==> config.mk <==
export PLATFORM = sky130hd
export DESIGN_NAME = dlTxFormatter
export DESIGN_NICKNAME = d
export VERILOG_FILES = /design/src/rtl/dltx_pkg.sv /design/src/rtl/dlTxDatapath.sv /design/src/rtl/dlTxCtrl.sv /design/src/rtl/dlTxFormatter.sv
export SDC_FILE = /design/constraint.sdc
export NUM_CORES = 1
export LEC_CHECK = 0
export BUFFER_PORTS_ARGS = -buffer_cell sky130_fd_sc_hd__buf_2
export CAP_MARGIN = 20
export CORE_MARGIN = 2
export CORE_UTILIZATION = 64
export DETAILED_ROUTE_END_ITERATION = 12
export HOLD_SLACK_MARGIN = 0.05
export PLACE_DENSITY = 0.87
export SETUP_SLACK_MARGIN = 0.4
export SLEW_MARGIN = 15
export SYNTH_ARGS = -nofsm -noshare
export SYNTH_HDL_FRONTEND = slang
export SYNTH_HIERARCHICAL = 1
export SYNTH_SLANG_ARGS = --single-unit
==> constraint.sdc <==
create_clock -name clk -period 4.2 [get_ports clk]
set_input_delay 0.21 -clock clk [delete_from_list [all_inputs] [get_ports clk]]
set_output_delay 0.21 -clock clk [all_outputs]
set_load 0.02 [all_outputs]
==> src/rtl/dltx_pkg.sv <==
package dltx_pkg;

  typedef enum logic [1:0] {
    MODE_FCS   = 2'b00,
    MODE_NOFCS = 2'b01,
    MODE_PACK8 = 2'b10,
    MODE_PACK6 = 2'b11
  } dlMode_e;

  // Strobes from the control to the datapath, valid for one cycle.
  typedef struct packed {
    logic clear;          // enable low: return to idle
    logic advance;        // emit one bit this cycle
    logic stuff;          // emit an inserted zero instead of a symbol bit
    logic ldData;         // load the FIFO head byte as the next symbol
    logic dataStuffable;  // loaded data byte takes part in zero insertion
    logic width6;         // loaded data byte is 6 bits wide
    logic ldFcs;          // load one check-sequence byte
    logic fcsHigh;        // pick the upper check-sequence byte
    logic ldFlag;         // load a flag symbol
    logic ldAbort;        // load an abort symbol
    logic ldFill;         // load a single idle one (transparent modes)
  } dlStrobe_t;

  localparam logic [7:0] FLAG_CODE  = 8'h7E;
  localparam logic [7:0] ABORT_CODE = 8'hFF;
  localparam int FCS_BYTES = 2;

endpackage

==> src/rtl/dlTxDatapath.sv <==
module dlTxDatapath
  import dltx_pkg::*;
#(
  parameter int BYTE_W = 8,
  parameter int PACK_W = 6,
  parameter int RUN_LEN = 5,
  parameter int CRC_W = 16,
  parameter logic [CRC_W-1:0] CRC_POLY = 16'h8408,
  parameter logic [CRC_W-1:0] CRC_INIT = 16'hFFFF
) (
  input  logic              clk,
  input  logic              rstN,
  input  dlStrobe_t         strobe,
  input  logic [BYTE_W-1:0] fifoData,
  output logic              txBit,
  output logic              symEmpty,
  output logic              runFull
);

  localparam int CNT_W = $clog2(BYTE_W + 1);
  localparam int RUN_W = $clog2(RUN_LEN + 1);
  localparam logic [BYTE_W-1:0] PACK_MASK = BYTE_W'((1 << PACK_W) - 1);

  logic [BYTE_W-1:0] sym;
  logic [CNT_W-1:0]  symLeft;
  logic              symStuffable;
  logic [RUN_W-1:0]  onesCnt;
  logic [CRC_W-1:0]  crc;
  logic              txBitQ;

  logic [BYTE_W-1:0] newSym;
  logic [CNT_W-1:0]  newLeft;
  logic              newStuffable;

  function automatic logic [CRC_W-1:0] crcByte(input logic [CRC_W-1:0] cIn,
                                               input logic [BYTE_W-1:0] d);
    logic [CRC_W-1:0] c;
    logic fb;
    c = cIn;
    for (int i = 0; i < BYTE_W; i++) begin
      fb = c[0] ^ d[i];
      c = c >> 1;
      if (fb) c = c ^ CRC_POLY;
    end
    return c;
  endfunction

  // Select the symbol whose next bit goes out: a freshly loaded one or the current.
  always_comb begin
    newSym = sym;
    newLeft = symLeft;
    newStuffable = symStuffable;
    if (strobe.ldData) begin
      newSym = strobe.width6 ? (fifoData & PACK_MASK) : fifoData;
      newLeft = strobe.width6 ? CNT_W'(PACK_W) : CNT_W'(BYTE_W);
      newStuffable = strobe.dataStuffable;
    end else if (strobe.ldFcs) begin
      newSym = strobe.fcsHigh ? ~crc[CRC_W-1 -: BYTE_W] : ~crc[BYTE_W-1:0];
      newLeft = CNT_W'(BYTE_W);
      newStuffable = 1'b1;
    end else if (strobe.ldFlag) begin
      newSym = FLAG_CODE;
      newLeft = CNT_W'(BYTE_W);
      newStuffable = 1'b0;
    end else if (strobe.ldAbort) begin
      newSym = ABORT_CODE;
      newLeft = CNT_W'(BYTE_W);
      newStuffable = 1'b0;
    end else if (strobe.ldFill) begin
      newSym = '1;
      newLeft = CNT_W'(1);
      newStuffable = 1'b0;
    end
  end

  always_ff @(posedge clk or negedge rstN) begin
    if (!rstN) begin
      sym <= '0;
      symLeft <= '0;
      symStuffable <= 1'b0;
      onesCnt <= '0;
      crc <= CRC_INIT;
      txBitQ <= 1'b1;
    end else if (strobe.clear) begin
      sym <= '0;
      symLeft <= '0;
      symStuffable <= 1'b0;
      onesCnt <= '0;
      crc <= CRC_INIT;
      txBitQ <= 1'b1;
    end else begin
      if (strobe.ldData) crc <= crcByte(crc, fifoData);
      else if (strobe.ldFlag) crc <= CRC_INIT;
      if (strobe.advance) begin
        if (strobe.stuff) begin
          txBitQ <= 1'b0;
          onesCnt <= '0;
        end else begin
          txBitQ <= newSym[0];
          sym <= newSym >> 1;
          symLeft <= newLeft - 1'b1;
          symStuffable <= newStuffable;
          if (newStuffable && newSym[0]) onesCnt <= onesCnt + 1'b1;
          else onesCnt <= '0;
        end
      end
    end
  end

  assign txBit = txBitQ;
  assign symEmpty = (symLeft == '0);
  assign runFull = (onesCnt == RUN_W'(RUN_LEN));

endmodule

==> src/rtl/dlTxCtrl.sv <==
module dlTxCtrl
  import dltx_pkg::*;
(
  input  logic       clk,
  input  logic       rstN,
  input  logic       enable,
  input  logic [1:0] mode,
  input  logic       bitEn,
  input  logic       fifoValid,
  input  logic       fifoEof,
  input  logic       abortReq,
  input  logic       symEmpty,
  input  logic       runFull,
  output dlStrobe_t  strobe,
  output logic       fifoRead,
  output logic       underrun
);

  localparam int FI_W = $clog2(FCS_BYTES + 1);

  logic            inFrame;
  logic            eofSeen;
  logic [FI_W-1:0] fcsIdx;
  logic            abortPending;
  logic            underrunQ;

  logic hdlc;
  logic active;
  logic boundary;
  logic urEvent;

  always_comb begin
    strobe = '0;
    fifoRead = 1'b0;
    urEvent = 1'b0;
    hdlc = (mode == MODE_FCS) || (mode == MODE_NOFCS);
    active = enable && bitEn;
    boundary = active && !runFull && symEmpty;
    strobe.clear = !enable;
    strobe.advance = active;
    strobe.stuff = active && runFull;
    strobe.width6 = (mode == MODE_PACK6);
    strobe.dataStuffable = hdlc;
    strobe.fcsHigh = (fcsIdx != '0);
    if (boundary) begin
      if (hdlc) begin
        if (inFrame && (abortPending || abortReq)) begin
          strobe.ldAbort = 1'b1;
        end else if (inFrame && !eofSeen) begin
          if (fifoValid) begin
            strobe.ldData = 1'b1;
            fifoRead = 1'b1;
          end else begin
            strobe.ldAbort = 1'b1;
            urEvent = 1'b1;
          end
        end else if (inFrame && (mode == MODE_FCS) && (fcsIdx < FI_W'(FCS_BYTES))) begin
          strobe.ldFcs = 1'b1;
        end else begin
          strobe.ldFlag = 1'b1;
        end
      end else if (fifoValid) begin
        strobe.ldData = 1'b1;
        fifoRead = 1'b1;
      end else begin
        strobe.ldFill = 1'b1;
      end
    end
  end

  always_ff @(posedge clk or negedge rstN) begin
    if (!rstN) begin
      inFrame <= 1'b0;
      eofSeen <= 1'b0;
      fcsIdx <= '0;
      abortPending <= 1'b0;
      underrunQ <= 1'b0;
    end else if (!enable) begin
      inFrame <= 1'b0;
      eofSeen <= 1'b0;
      fcsIdx <= '0;
      abortPending <= 1'b0;
      underrunQ <= 1'b0;
    end else begin
      underrunQ <= urEvent;
      if (strobe.ldAbort || strobe.ldFlag) abortPending <= 1'b0;
      else if (abortReq && inFrame) abortPending <= 1'b1;
      if (strobe.ldFlag) begin
        inFrame <= fifoValid;
        eofSeen <= 1'b0;
        fcsIdx <= '0;
      end else if (strobe.ldAbort) begin
        inFrame <= 1'b0;
      end
      if (strobe.ldData && hdlc) eofSeen <= fifoEof;
      if (strobe.ldFcs) fcsIdx <= fcsIdx + 1'b1;
    end
  end

  assign underrun = underrunQ;

endmodule

==> src/rtl/dlTxFormatter.sv <==
module dlTxFormatter
  import dltx_pkg::*;
#(
  parameter int BYTE_W = 8,
  parameter int PACK_W = 6,
  parameter int RUN_LEN = 5
) (
  input  logic              clk,
  input  logic              rstN,
  input  logic              enable,
  input  logic [1:0]        mode,
  input  logic              bitEn,
  input  logic [BYTE_W-1:0] fifoData,
  input  logic              fifoValid,
  input  logic              fifoEof,
  input  logic              abortReq,
  output logic              txBit,
  output logic              fifoRead,
  output logic              underrun
);

  dlStrobe_t strobe;
  logic symEmpty;
  logic runFull;

  dlTxCtrl u_ctrl (
    .clk(clk), .rstN(rstN), .enable(enable), .mode(mode), .bitEn(bitEn),
    .fifoValid(fifoValid), .fifoEof(fifoEof), .abortReq(abortReq),
    .symEmpty(symEmpty), .runFull(runFull), .strobe(strobe),
    .fifoRead(fifoRead), .underrun(underrun)
  );

  dlTxDatapath #(.BYTE_W(BYTE_W), .PACK_W(PACK_W), .RUN_LEN(RUN_LEN)) u_dp (
    .clk(clk), .rstN(rstN), .strobe(strobe), .fifoData(fifoData),
    .txBit(txBit), .symEmpty(symEmpty), .runFull(runFull)
  );

endmodule

==> results of run 1 <==
## logic make-up (layout without fill, tap and decap cells)
family | Yosys count | count (layout) | synth area share, %
buffers and inverters | 32 | 47 | 6.00
and+or+nand+nor | 73 | 73 | 17.5
DFF | 38 | 38 | 40.5
muxes | 9 | 9 | 4.07
adders and majority gates | 4 | 4 | 2.09
xor gates and xnor gates | 26 | 26 | 9.49
AOI/OAI and AO/OA | 66 | 66 | 20.3
## per-stage QoR
step                total power [uW]  worst slack, ns
floorplan                        495             1.37
detailed placement               534             1.07
CTS                              771             1.03
finish                           761            0.990
global route                     801            0.621
global placement                 531             1.13
## cells in the final DEF (no fill, tap or decap), types with 2 or more instances in the layout
master,count
sky130_fd_sc_hd__o21ai_0,5
sky130_fd_sc_hd__a221oi_2,3
sky130_fd_sc_hd__buf_4,2
sky130_fd_sc_hd__a221o_1,6
sky130_fd_sc_hd__nor2_1,30
sky130_fd_sc_hd__o311ai_0,2
sky130_fd_sc_hd__nor3_1,4
sky130_fd_sc_hd__dfstp_2,17
sky130_fd_sc_hd__dfrtp_1,21
sky130_fd_sc_hd__o22ai_1,2
sky130_fd_sc_hd__clkbuf_1,2
sky130_fd_sc_hd__ha_1,4
sky130_fd_sc_hd__a21oi_1,26
sky130_fd_sc_hd__nor2b_1,3
sky130_fd_sc_hd__nand2b_1,2
sky130_fd_sc_hd__a211oi_1,3
sky130_fd_sc_hd__mux2_2,5
sky130_fd_sc_hd__or3_4,2
sky130_fd_sc_hd__mux2i_1,3
sky130_fd_sc_hd__nand2_1,6
sky130_fd_sc_hd__inv_1,17
sky130_fd_sc_hd__and3_1,3
sky130_fd_sc_hd__a221oi_1,4
sky130_fd_sc_hd__buf_2,19
sky130_fd_sc_hd__nand3_1,4
sky130_fd_sc_hd__clkbuf_8,5
sky130_fd_sc_hd__nor3b_1,2
sky130_fd_sc_hd__a22o_1,3
sky130_fd_sc_hd__and2_1,3
sky130_fd_sc_hd__xnor2_1,14
sky130_fd_sc_hd__xor2_1,12
## worst register-to-register path, delay by kind of cell (launching register included)
kind | cells | cell delay (ns)
AOI/OAI and AO/OA | 4 | 1.09
xor gates and xnor gates | 1 | 0.16
adders and majority gates | 1 | 0.23
buffers and inverters | 1 | 0.22
DFF | 1 | 0.41
and+or+nand+nor | 3 | 1.00
## layout make-up
| cell class | count | area [um2] | share of cell area (%) |
|---|---|---|---|
| multi-input combinational | 178 | 1280 | 49.8 |
| sequential | 38 | 972 | 37.7 |
| timing repair buffer | 22 | 120 | 4.66 |
| clock buffer | 7 | 76.3 | 2.96 |
| inverter | 18 | 67.6 | 2.62 |
| tap | 48 | 60.1 | 2.33 |
## worst min path at each step
stage,from,end,slack [ns],cells past startpoint
2_1_floorplan,rstN,u_ctrl/abortPending,-0.09,0
3_3_place_gp,rstN,u_ctrl/inFrame,0.35,1
3_5_place_dp,rstN,u_ctrl/inFrame,0.36,1
4_1_cts,enable,u_ctrl/fcsIdx[0],0.21,3
5_1_grt,enable,u_ctrl/fcsIdx[0],0.22,3
6_report,enable,u_ctrl/fcsIdx[0],0.22,3
## layer usage
metal	up-vias	part of all wire [%]	GRT usage, %	wire length [um]
li1	914	-	-	-
met1	894	46	34.9	2250
met2	38	49	41.5	2400
met3	7	3.6	5.65	174
met4	0	1.5	7.03	74
met5	-	0	0	0
## report_power, final
group | total [uW] | switching [uW] | internal (uW)
Combinational | 138 | 79.8 | 57.9
Sequential | 391 | 9.82 | 381
Clock | 232 | 118 | 114
Total | 761 | 207 | 554
## flip-flops by register name, summed over array words and instances, names as in the netlist
register and count:
u_ctrl/underrun 1, u_dp/onesCnt 3, u_dp/symLeft 4, u_ctrl/fcsIdx 2
u_ctrl/eofSeen 1, u_ctrl/inFrame 1, u_dp/sym 7, u_ctrl/abortPending 1
u_dp/txBit 1, u_dp/crc 16, u_dp/symStuffable 1
## what timing repair did
action                                  in CTS  in global routing
endpoints found under the setup margin       0                  0
endpoints found under the hold margin        1                  0
hold buffers                                 1                  0
==> run_results.csv, run 1 <==
group,metric,value,unit
run_status,status,"finished clean",
finish,finalCoreUtilization,71.0,%
setup_path,critical_path.startpoint,"u_dp/symLeft[2]",
setup_path,critical_path.top_delay_family,"compound AO/OA/AOI/OAI gates",
clocking,clk_pin_slew,0.07,ns
clocking,maximum_buffer_depth_of_the_clock_tree,2,
logic_synthesis,mapped_area,2400,um2
sta,timing.final.crit_period,3.21,ns
setup_path,cp_data_required_time,4.39,ns
sta,tightestPinTransition,0.831,ns
clocking,clk_latency,0.28,ns
logic_synthesis,post_synth_edffs,0,
route,pre_repair_dr_iteration_count,4,
sta,finClkSkew,0.00493,ns
global_routing,grt_antenna_before_repair,0,
die,fp.coreArea,3630,um2
setup_path,critPathCaptureType,"flip-flop",
setup_path,worst-r2r-setup-slack,0.99,ns
setup_path,cp.depth,10,
finish,stdcell_count,311,
logic_synthesis,yosysSeqAreaShare,40.5,%
logic_synthesis,synthesis.area_per_instance,9.68,um2
global_routing,first_global_vias,1831,
clocking,cts_setup_buffers,0,
logic_synthesis,synth-warning-count,6,
sta,achievable-frequency,312,MHz
setup_path,r2r_end,"u_dp/symLeft[2]",
logic_synthesis,postSynth.asyncResetShare,100,%
logic_synthesis,syn-instance-count,248,
finish,area_growth_syn_to_layout,7.51,%
placed_design,io_buffer_count,19,
global_routing,largest_net_degree_at_the_start_of_global_routing,39,
route,avgViaCountPerCell,5.96,
finish,final_nets,284,
setup_path,timing.critical_path.mode_cell,"sky130_fd_sc_hd__a21oi_1",
setup_path,timing.critical_path.slowest_cell_delay,0.61,ns
setup_path,cp.buffers_inverters,1,
setup_path,cp.arrival,3.40,ns
setup_path,crit_path_end,"u_dp/symLeft[2]",
sta,fin_setup_tns,0,ns
placed_design,gp_congestion,0.857,
pwr,static-leakage-power,0.00103,uW
route,route.detailed.drc,0,
die,die_area,4260,um2
finish,antenna-diode-count,0,
setup_path,critical_path.cell_chain,"nor4_1 -> and4b_1 -> o211a_1 -> inv_1 -> and3_1 -> a21oi_1 -> ha_1 -> xor2_1 -> a21oi_1 -> a221oi_1",
worst_hold_path,hold_path_class,"input pin to flip-flop",
sta,rsz0062_at_grt,"no",
clocking,tritoncts_num_sinks,38,
logic_synthesis,synth.largest_area_cell,"sky130_fd_sc_hd__dfrtp_1",
placed_design,dp.cells,303,
setup_path,rr_startpoint,"u_dp/symLeft[2]",
run,maxCapViolations,0,
finish,final_layout_size_suffix_gt1_share,23.6,%
finish,fin_area,2580,um2
die,dieHeight,65.2,um
route,wire_per_inst,15.7,um
pwr,irDropWorstVdd,0.197,mV
die,initial_core_util,66.0,%
sta,timing.final.hold_violations,0,
setup_path,crit_type,"flip-flop to flip-flop",
route,wl,4.90,mm
sta,layout_worst_path_cycle_share,76.4,%
clocking,tritoncts.num_buffers,5,
logic_synthesis,yosys-top-cells-area,"sky130_fd_sc_hd__dfrtp_1 22%, sky130_fd_sc_hd__dfstp_2 19%, sky130_fd_sc_hd__a21oi_1 5.4%, sky130_fd_sc_hd__xnor2_1 5.1%, sky130_fd_sc_hd__nor2_1 4.7%",
route,ant_nets,0,
die,die-width,65.2,um
logic_synthesis,synthTopCellsByCount,"30 x sky130_fd_sc_hd__nor2_1, 26 x sky130_fd_sc_hd__a21oi_1, 21 x sky130_fd_sc_hd__dfrtp_1",
setup_path,worstRegToRegCells,10,
logic_synthesis,synth.ff_latch_count,38,
global_routing,track_usage,25.6,%
logic_synthesis,post-synth-top-count-cell,"sky130_fd_sc_hd__nor2_1",
placed_design,placedInstanceArea,2490,um2
route,drt_first_iter_violations,154,
clocking,tritoncts,"built",
placed_design,dp_hpwl,3.40,mm
die,num_rows,22,
die,number_of_placed_i_o_pins,20,
clocking,root_buffer,"sky130_fd_sc_hd__clkbuf_8",
logic_synthesis,post_synth_num_cell_types,60,
sta,timing.final.max_slew_violations,0,
pwr,powerDensity,295,nW/um2
setup_path,critical_path.max_fanout,24,
logic_synthesis,synth.net_count,269,
finish,num-fill-cells,275,
sta,timing.max_slew.rel_slack,44.6,%
logic_synthesis,synth_top_area_share,21.9,%
sta,final.hold.worst_slack,0.219,ns
sta,setup_viol,0,
clocking,cts_repair_resize_count,0,
global_routing,global_route_wire_length_before_repair,8.51,mm
setup_path,setup_crit_start_kind,"flip-flop",
clocking,h-tree-depth,2,
setup_path,slowest_stage,"sky130_fd_sc_hd__o211a_1",
route,via_count,1853,
global_routing,sum_of_overflow_across_all_layers_after_global_routing,0,
logic_synthesis,dominantRegCellSynth,"sky130_fd_sc_hd__dfrtp_1",
(Power assumes the default switching activity.)
==> run 2: changes to the inputs <==
--- a/config.mk
+++ b/config.mk
@@ -8,10 +8,10 @@
 export BUFFER_PORTS_ARGS = -buffer_cell sky130_fd_sc_hd__buf_2
 export CAP_MARGIN = 20
 export CORE_MARGIN = 2
-export CORE_UTILIZATION = 64
+export CORE_UTILIZATION = 54
 export DETAILED_ROUTE_END_ITERATION = 12
 export HOLD_SLACK_MARGIN = 0.05
-export PLACE_DENSITY = 0.87
+export PLACE_DENSITY = 0.78
 export SETUP_SLACK_MARGIN = 0.4
 export SLEW_MARGIN = 15
 export SYNTH_ARGS = -nofsm -noshare
==> constraint.sdc (replaced) <==
create_clock -name clk -period 2.9 [get_ports clk]
set_input_delay 0.145 -clock clk [delete_from_list [all_inputs] [get_ports clk]]
set_output_delay 0.145 -clock clk [all_outputs]
set_load 0.02 [all_outputs]
==> run 2 against run 1 <==
Against the previous run: register-to-register slack got worse by 0.77 ns; fmax increased by 20%; die area up 17%; sequential power is 46% higher; routed wire length grew 9.8%; sequential cell count unchanged; critical path depth increased by 1; highest routed layer unchanged.
==> run_results.csv, run 2 (synthesis gave the netlist of run 1 again) <==
group,metric,value,unit
run_status,status,"finished clean",
sta,achievable-frequency,373,MHz
placed_design,io_buffer_count,19,
route,wire_per_inst,16.2,um
global_routing,grt.met3_usage,4.84,%
pwr,p_int,846,uW
global_routing,track_usage,22.8,%
finish,flip_flop_count_of_the_largest_register_after_layout,16,
global_routing,global_route_wire_length_before_repair,9.03,mm
sta,finClkSkew,0.0104,ns
sta,timing.final.max_slew_violations,0,
route,via_count,1931,
setup_path,critical_path.max_fanout,5,
worst_hold_path,hold_startpoint,"enable",
setup_path,rr_startpoint,"u_dp/onesCnt[1]",
global_routing,largest_net_degree_at_the_start_of_global_routing,39,
route,drt_first_iter_violations,211,
finish,top_register,"u_dp/crc",
setup_path,cp.buffers_inverters,1,
route,wl,5.38,mm
finish,num-fill-cells,366,
setup_path,critical_path.startpoint,"u_dp/onesCnt[1]",
sta,timing.final.crit_period,2.68,ns
sta,rsz0062_at_grt,"yes",
setup_path,critical_path.cell_chain,"inv_1 -> ha_1 -> and2_4 -> and4b_2 -> o211a_4 -> or3_4 -> or3_4 -> ha_4 -> xor2_1 -> a21oi_1 -> a221oi_1",
worst_hold_path,hold_path_class,"input pin to flip-flop",
finish,antenna-diode-count,0,
clocking,maximum_buffer_depth_of_the_clock_tree,2,
sta,timing.final.hold_violations,0,
finish,final_layout_size_suffix_gt1_share,33.6,%
clocking,clk_latency,0.29,ns
pwr,power.share.combinational,19.1,%
clocking,tritoncts_num_sinks,38,
die,num_rows,24,
pwr,p_seq_share,48.2,%
sta,timing.max_slew.rel_slack,43.5,%
pwr,power_frac_clock,32.7,%
global_routing,first_global_vias,1900,
sta,setup_viol,0,
global_routing,grt_antenna_before_repair,0,
route,pre_repair_dr_iteration_count,5,
clocking,h-tree-depth,2,
global_routing,busiest_layer,"met2",
finish,final_common_cell,"sky130_fd_sc_hd__nor2_1",
setup_path,cp_data_required_time,3.09,ns
setup_path,critical_path.top_delay_family,"simple AND/OR/NAND/NOR gates",
pwr,netSwitchingPower,336,uW
pwr,irDropWorstVdd,0.263,mV
finish,largestRegisters,"u_dp/crc x16, u_dp/sym x7, u_dp/symLeft x4",
pwr,power,1180,uW
die,number_of_placed_i_o_pins,20,
run,maxCapViolations,0,
setup_path,slowest_stage,"sky130_fd_sc_hd__dfrtp_1",
sta,layout_worst_path_cycle_share,92.6,%
route,route.detailed.drc,0,
setup_path,crit_type,"flip-flop to flip-flop",
sta,fin_setup_tns,0,ns
global_routing,fraction_of_met2_tracks_used_by_global_routing,38.5,%
setup_path,timing.critical_path.mode_cell,"sky130_fd_sc_hd__or3_4",
route,ant_nets,0,
die,initial_core_util,55.5,%
pwr,sw_frac_of_total,28.4,%
finish,layout_common_cells,"30 x sky130_fd_sc_hd__nor2_1, 25 x sky130_fd_sc_hd__a21oi_1, 19 x sky130_fd_sc_hd__buf_2, 19 x sky130_fd_sc_hd__dfrtp_1",
clocking,tritoncts,"built",
finish,finalCoreUtilization,64.7,%
global_routing,grtUsageMet1,30.7,%
setup_path,timing.critical_path.slowest_cell_delay,0.39,ns
placed_design,dp_hpwl,3.68,mm
clocking,tritoncts.num_buffers,5,
global_routing,sum_of_overflow_across_all_layers_after_global_routing,0,
die,dieHeight,70.7,um
die,die_area,4990,um2
setup_path,critPathCaptureType,"flip-flop",
pwr,powerDensity,422,nW/um2
setup_path,setup_crit_start_kind,"flip-flop",
route,avgViaCountPerCell,5.82,
die,die-width,70.7,um
finish,final_nets,300,
die,fp.coreArea,4320,um2
sta,tightestPinTransition,0.848,ns
finish,area_growth_syn_to_layout,16.6,%
setup_path,cp.arrival,2.88,ns
placed_design,gp_congestion,0.837,
clocking,root_buffer,"sky130_fd_sc_hd__clkbuf_8",
pwr,static-leakage-power,0.00112,uW
clocking,clk_pin_slew,0.08,ns
[run 2: cell types whose count changed in the layout (fill, tap and decap cells not counted), sizes merged]
| cell | delta |
|---|---|
| buf | +16 |
| clkbuf | -1 |
| clkinv | +1 |
| clkinvlp | +1 |
[run 2: final timing paths]
path,endpoint,slack [ns],cells after the start
worst max-delay path,u_dp/symLeft[2],0.22,11
worst min-delay path,u_ctrl/fcsIdx[0],0.16,3
worst max register to register,u_dp/symLeft[2],0.22,11
worst min register to register,u_ctrl/fcsIdx[0],0.51,1
max in group asynchronous,u_dp/symLeft[2],1.82,2
min in group asynchronous,u_ctrl/eofSeen,0.50,2
[run 2: per-layer routing]
| metal | share of wire (%) | up-vias |
|---|---|---|
| li1 | - | 946 |
| met1 | 45 | 950 |
| met2 | 51 | 33 |
| met3 | 3.6 | 2 |
| met4 | 0.26 | 0 |
| met5 | 0 | - |
[run 2: area by class of cell]
cell class              count  area (um2)  area share, %
multi-input cells         178        1350           48.3
clock inverters             2        12.5          0.447
clock buffers               6        82.6           2.95
flip-flops and latches     38         975           34.8
repair buffers             38         244           8.72
well taps                  52        65.1           2.32
inverters                  18        67.6           2.41
[run 2: timing repair]
item	CTS	global route
buffers inserted	7	4
gates cloned	0	0
pin swaps	8	7
hold endpoints to repair	21	0
hold buffers	1	0
gates resized for setup	5	7
endpoints found under the setup margin	5	26
[run 2: power groups by stage]
stage	combinational [uW]	sequential, uW	clock (uW)
3_5_place_dp	211	576	0
6_report	226	569	386
5_1_grt	253	572	417
2_1_floorplan	150	574	0
4_1_cts	220	567	393
3_3_place_gp	208	576	0
[run 2: through the flow]
step           cells  cell area, um2  hold slack (ns)  setup slack (ns)
2_1_floorplan    248            2440           -0.151             0.331
3_3_place_gp     312            2570            0.300             0.226
3_5_place_dp     312            2570            0.294            0.0742
4_1_cts          328            2740            0.142             0.228
5_1_grt          332            2800            0.184             0.127
6_report         332            2800            0.161             0.216
[run 2: worst min-delay path, stage by stage]
cell and delay, ns:
sky130_fd_sc_hd__buf_2 0.14, sky130_fd_sc_hd__nand2_1 0.07, sky130_fd_sc_hd__o22ai_1 0.05
==> run 3: changes to the inputs <==
--- a/config.mk
+++ b/config.mk
@@ -12,6 +12,7 @@
 export DETAILED_ROUTE_END_ITERATION = 12
 export HOLD_SLACK_MARGIN = 0.05
 export PLACE_DENSITY = 0.78
+export REMOVE_ABC_BUFFERS = 1
 export SETUP_SLACK_MARGIN = 0.4
 export SLEW_MARGIN = 15
 export SYNTH_ARGS = -nofsm -noshare
==> run 3 against run 2 <==
Against the previous run: critical path depth grew 2; setup slack gained 0.013 ns; final cell count grew 3.0%; die area is the same; largest cell class unchanged; register-to-register slack is essentially flat; critical endpoint unchanged.
==> run_results.csv, run 3 (synthesis gave the netlist of run 1 again) <==
group,metric,value,unit
route,avgViaCountPerCell,6.15,
finish,fin_area,2940,um2
clocking,root_buffer,"sky130_fd_sc_hd__clkbuf_8",
placed_design,io_buffer_count,19,
global_routing,grt_antenna_before_repair,0,
clocking,tritoncts.num_buffers,5,
pwr,irDropWorstVdd,0.235,mV
setup_path,critical_path.top_delay_family,"simple AND/OR/NAND/NOR gates",
worst_hold_path,timing.hold.worst_path_depth,3,
global_routing,first_global_vias,1997,
setup_path,critical_path.cell_chain,"nor4_2 -> buf_4 -> and4b_2 -> nand4_1 -> inv_2 -> buf_4 -> nor4_4 -> and3_1 -> a21oi_2 -> ha_4 -> xor2_1 -> a21oi_1 -> a221oi_1",
finish,num-fill-cells,319,
die,number_of_placed_i_o_pins,20,
route,via_count,2103,
route,drt_first_iter_violations,188,
sta,timing.max_slew.rel_slack,44.5,%
setup_path,setup_crit_start_kind,"flip-flop",
finish,final_layout_size_suffix_gt1_share,35.9,%
sta,finClkSkew,0.0163,ns
setup_path,critPathCaptureType,"flip-flop",
setup_path,timing.critical_path.mode_cell,"sky130_fd_sc_hd__buf_4",
finish,sequential_cell_area,972,um2
setup_path,cp.arrival,2.88,ns
finish,layout_common_cells,"30 x sky130_fd_sc_hd__nor2_1, 24 x sky130_fd_sc_hd__a21oi_1, 21 x sky130_fd_sc_hd__dfrtp_1",
setup_path,critical_path.max_fanout,5,
sta,setup_viol,0,
finish,final_nets,310,
finish,top_register,"u_dp/crc",
clocking,tritoncts_num_sinks,38,
die,die_area,4990,um2
setup_path,crit_type,"flip-flop to flip-flop",
die,dieHeight,70.7,um
clocking,h-tree-depth,2,
finish,largestRegisters,"u_dp/crc x16, u_dp/sym x7, u_dp/symLeft x4",
setup_path,slowest_stage,"sky130_fd_sc_hd__dfrtp_1",
finish,stdcell_count,342,
setup_path,cp.depth,13,
clocking,clk_pin_slew,0.08,ns
die,fp.coreArea,4320,um2
route,pre_repair_dr_iteration_count,5,
finish,final_common_cell,"sky130_fd_sc_hd__nor2_1",
route,wire_per_inst,17.5,um
die,initial_core_util,55.5,%
finish,antenna-diode-count,0,
pwr,static-leakage-power,0.00121,uW
run,maxCapViolations,0,
clocking,clk_latency,0.30,ns
sta,rsz0062_at_grt,"yes",
die,die-width,70.7,um
global_routing,sum_of_overflow_across_all_layers_after_global_routing,0,
sta,achievable-frequency,374,MHz
global_routing,track_usage,24.0,%
finish,area_growth_syn_to_layout,22.5,%
placed_design,dp.cells,314,
finish,multi_input_comb_area,1350,um2
sta,timing.final.crit_period,2.67,ns
setup_path,cp.buffers_inverters,3,
route,wl,5.99,mm
finish,finalCoreUtilization,68.0,%
global_routing,global_route_wire_length_before_repair,9.61,mm
run_status,status,"finished clean",
sta,timing.final.max_slew_violations,0,
setup_path,timing.critical_path.slowest_cell_delay,0.41,ns
finish,flip_flop_count_of_the_largest_register_after_layout,16,
sta,tightestPinTransition,0.833,ns
global_routing,largest_net_degree_at_the_start_of_global_routing,39,
sta,timing.final.hold_violations,0,
setup_path,worstRegToRegCells,13,
worst_hold_path,hold_path_class,"input pin to flip-flop",
placed_design,gp_congestion,0.843,
clocking,maximum_buffer_depth_of_the_clock_tree,2,
route,route.detailed.drc,0,
die,num_rows,24,
placed_design,dp_hpwl,3.56,mm
clocking,tritoncts,"built",
placed_design,placedInstanceArea,2550,um2
sta,layout_worst_path_cycle_share,92.1,%
pwr,powerDensity,453,nW/um2
route,ant_nets,0,
setup_path,cp_data_required_time,3.11,ns
run 3: cell types whose count changed in the layout (fill, tap and decap cells not counted), moves of 2 or more:
cell                      previous run  this run
sky130_fd_sc_hd__buf_6               1         9
sky130_fd_sc_hd__buf_4              17        19
sky130_fd_sc_hd__dfrtp_1            19        21
sky130_fd_sc_hd__dfrtp_2             2         0
run 3: report_power, final:
group | internal, uW | leakage (uW) | switching (uW)
registers | 552 | 0.000466 | 15.3
clock network | 332 | 0.0000696 | 197
logic | 106 | 0.000671 | 131
total | 990 | 0.00121 | 342
run 3: layout make-up:
cell class / count / share of cell area (%)
multi-input combinational: 178 / 45.8
clock buffer: 7 / 3.66
timing repair buffer: 48 / 11.9
sequential: 38 / 33.1
inverter: 18 / 2.30
tap: 52 / 2.21
clock inverter: 1 / 1.02
run 3: per-layer routing:
metal / vias up / GRT usage, % / share of wire [%]
li1: 964 / - / -
met1: 1039 / 32.0 / 44
met2: 78 / 38.4 / 48
met3: 22 / 5.13 / 5.6
met4: 0 / 9.64 / 2.3
met5: - / 0 / 0
run 3: per-stage QoR:
step / TNS, ns / total power [uW] / hold WS [ns] / setup slack (ns)
6_report: 0 / 1330 / 0.184 / 0.229
3_3_place_gp: 0 / 777 / 0.291 / 0.145
4_1_cts: 0 / 1320 / 0.144 / 0.265
3_5_place_dp: 0 / 782 / 0.302 / 0.0423
5_1_grt: 0 / 1380 / 0.207 / 0.0652
2_1_floorplan: -0.00157 / 711 / -0.151 / -0.00157
run 3: worst register-to-register path: stages (launching register included):
cell and delay [ns]:
sky130_fd_sc_hd__dfrtp_1 0.41, sky130_fd_sc_hd__nor4_2 0.28, sky130_fd_sc_hd__buf_4 0.17, sky130_fd_sc_hd__and4b_2 0.27, sky130_fd_sc_hd__nand4_1 0.15, sky130_fd_sc_hd__inv_2 0.12
sky130_fd_sc_hd__buf_4 0.12, sky130_fd_sc_hd__nor4_4 0.04, sky130_fd_sc_hd__and3_1 0.19, sky130_fd_sc_hd__a21oi_2 0.16, sky130_fd_sc_hd__ha_4 0.18, sky130_fd_sc_hd__xor2_1 0.14
sky130_fd_sc_hd__a21oi_1 0.07, sky130_fd_sc_hd__a221oi_1 0.28
run 3: repair_timing:
item                                    4_1_cts  5_1_grt
endpoints found under the hold margin        21        0
hold buffers                                  1        0
setup buffers                                14        5
resized for setup                            10       14
endpoints found under the setup margin        6       27
pin swaps                                     8        7
run 3: path summary, 6_finish.rpt:
check / startpoint / to / slack [ns]
worst max-delay path: u_dp/symLeft[2] / u_dp/symLeft[2] / 0.23
worst min-delay path: enable / u_ctrl/fcsIdx[0] / 0.18
worst max register to register: u_dp/symLeft[2] / u_dp/symLeft[2] / 0.23
worst min register to register: u_dp/crc[8] / u_dp/crc[8] / 0.52
max in group asynchronous: rstN / u_dp/onesCnt[2] / 1.89
min in group asynchronous: rstN / u_dp/sym[1] / 0.48
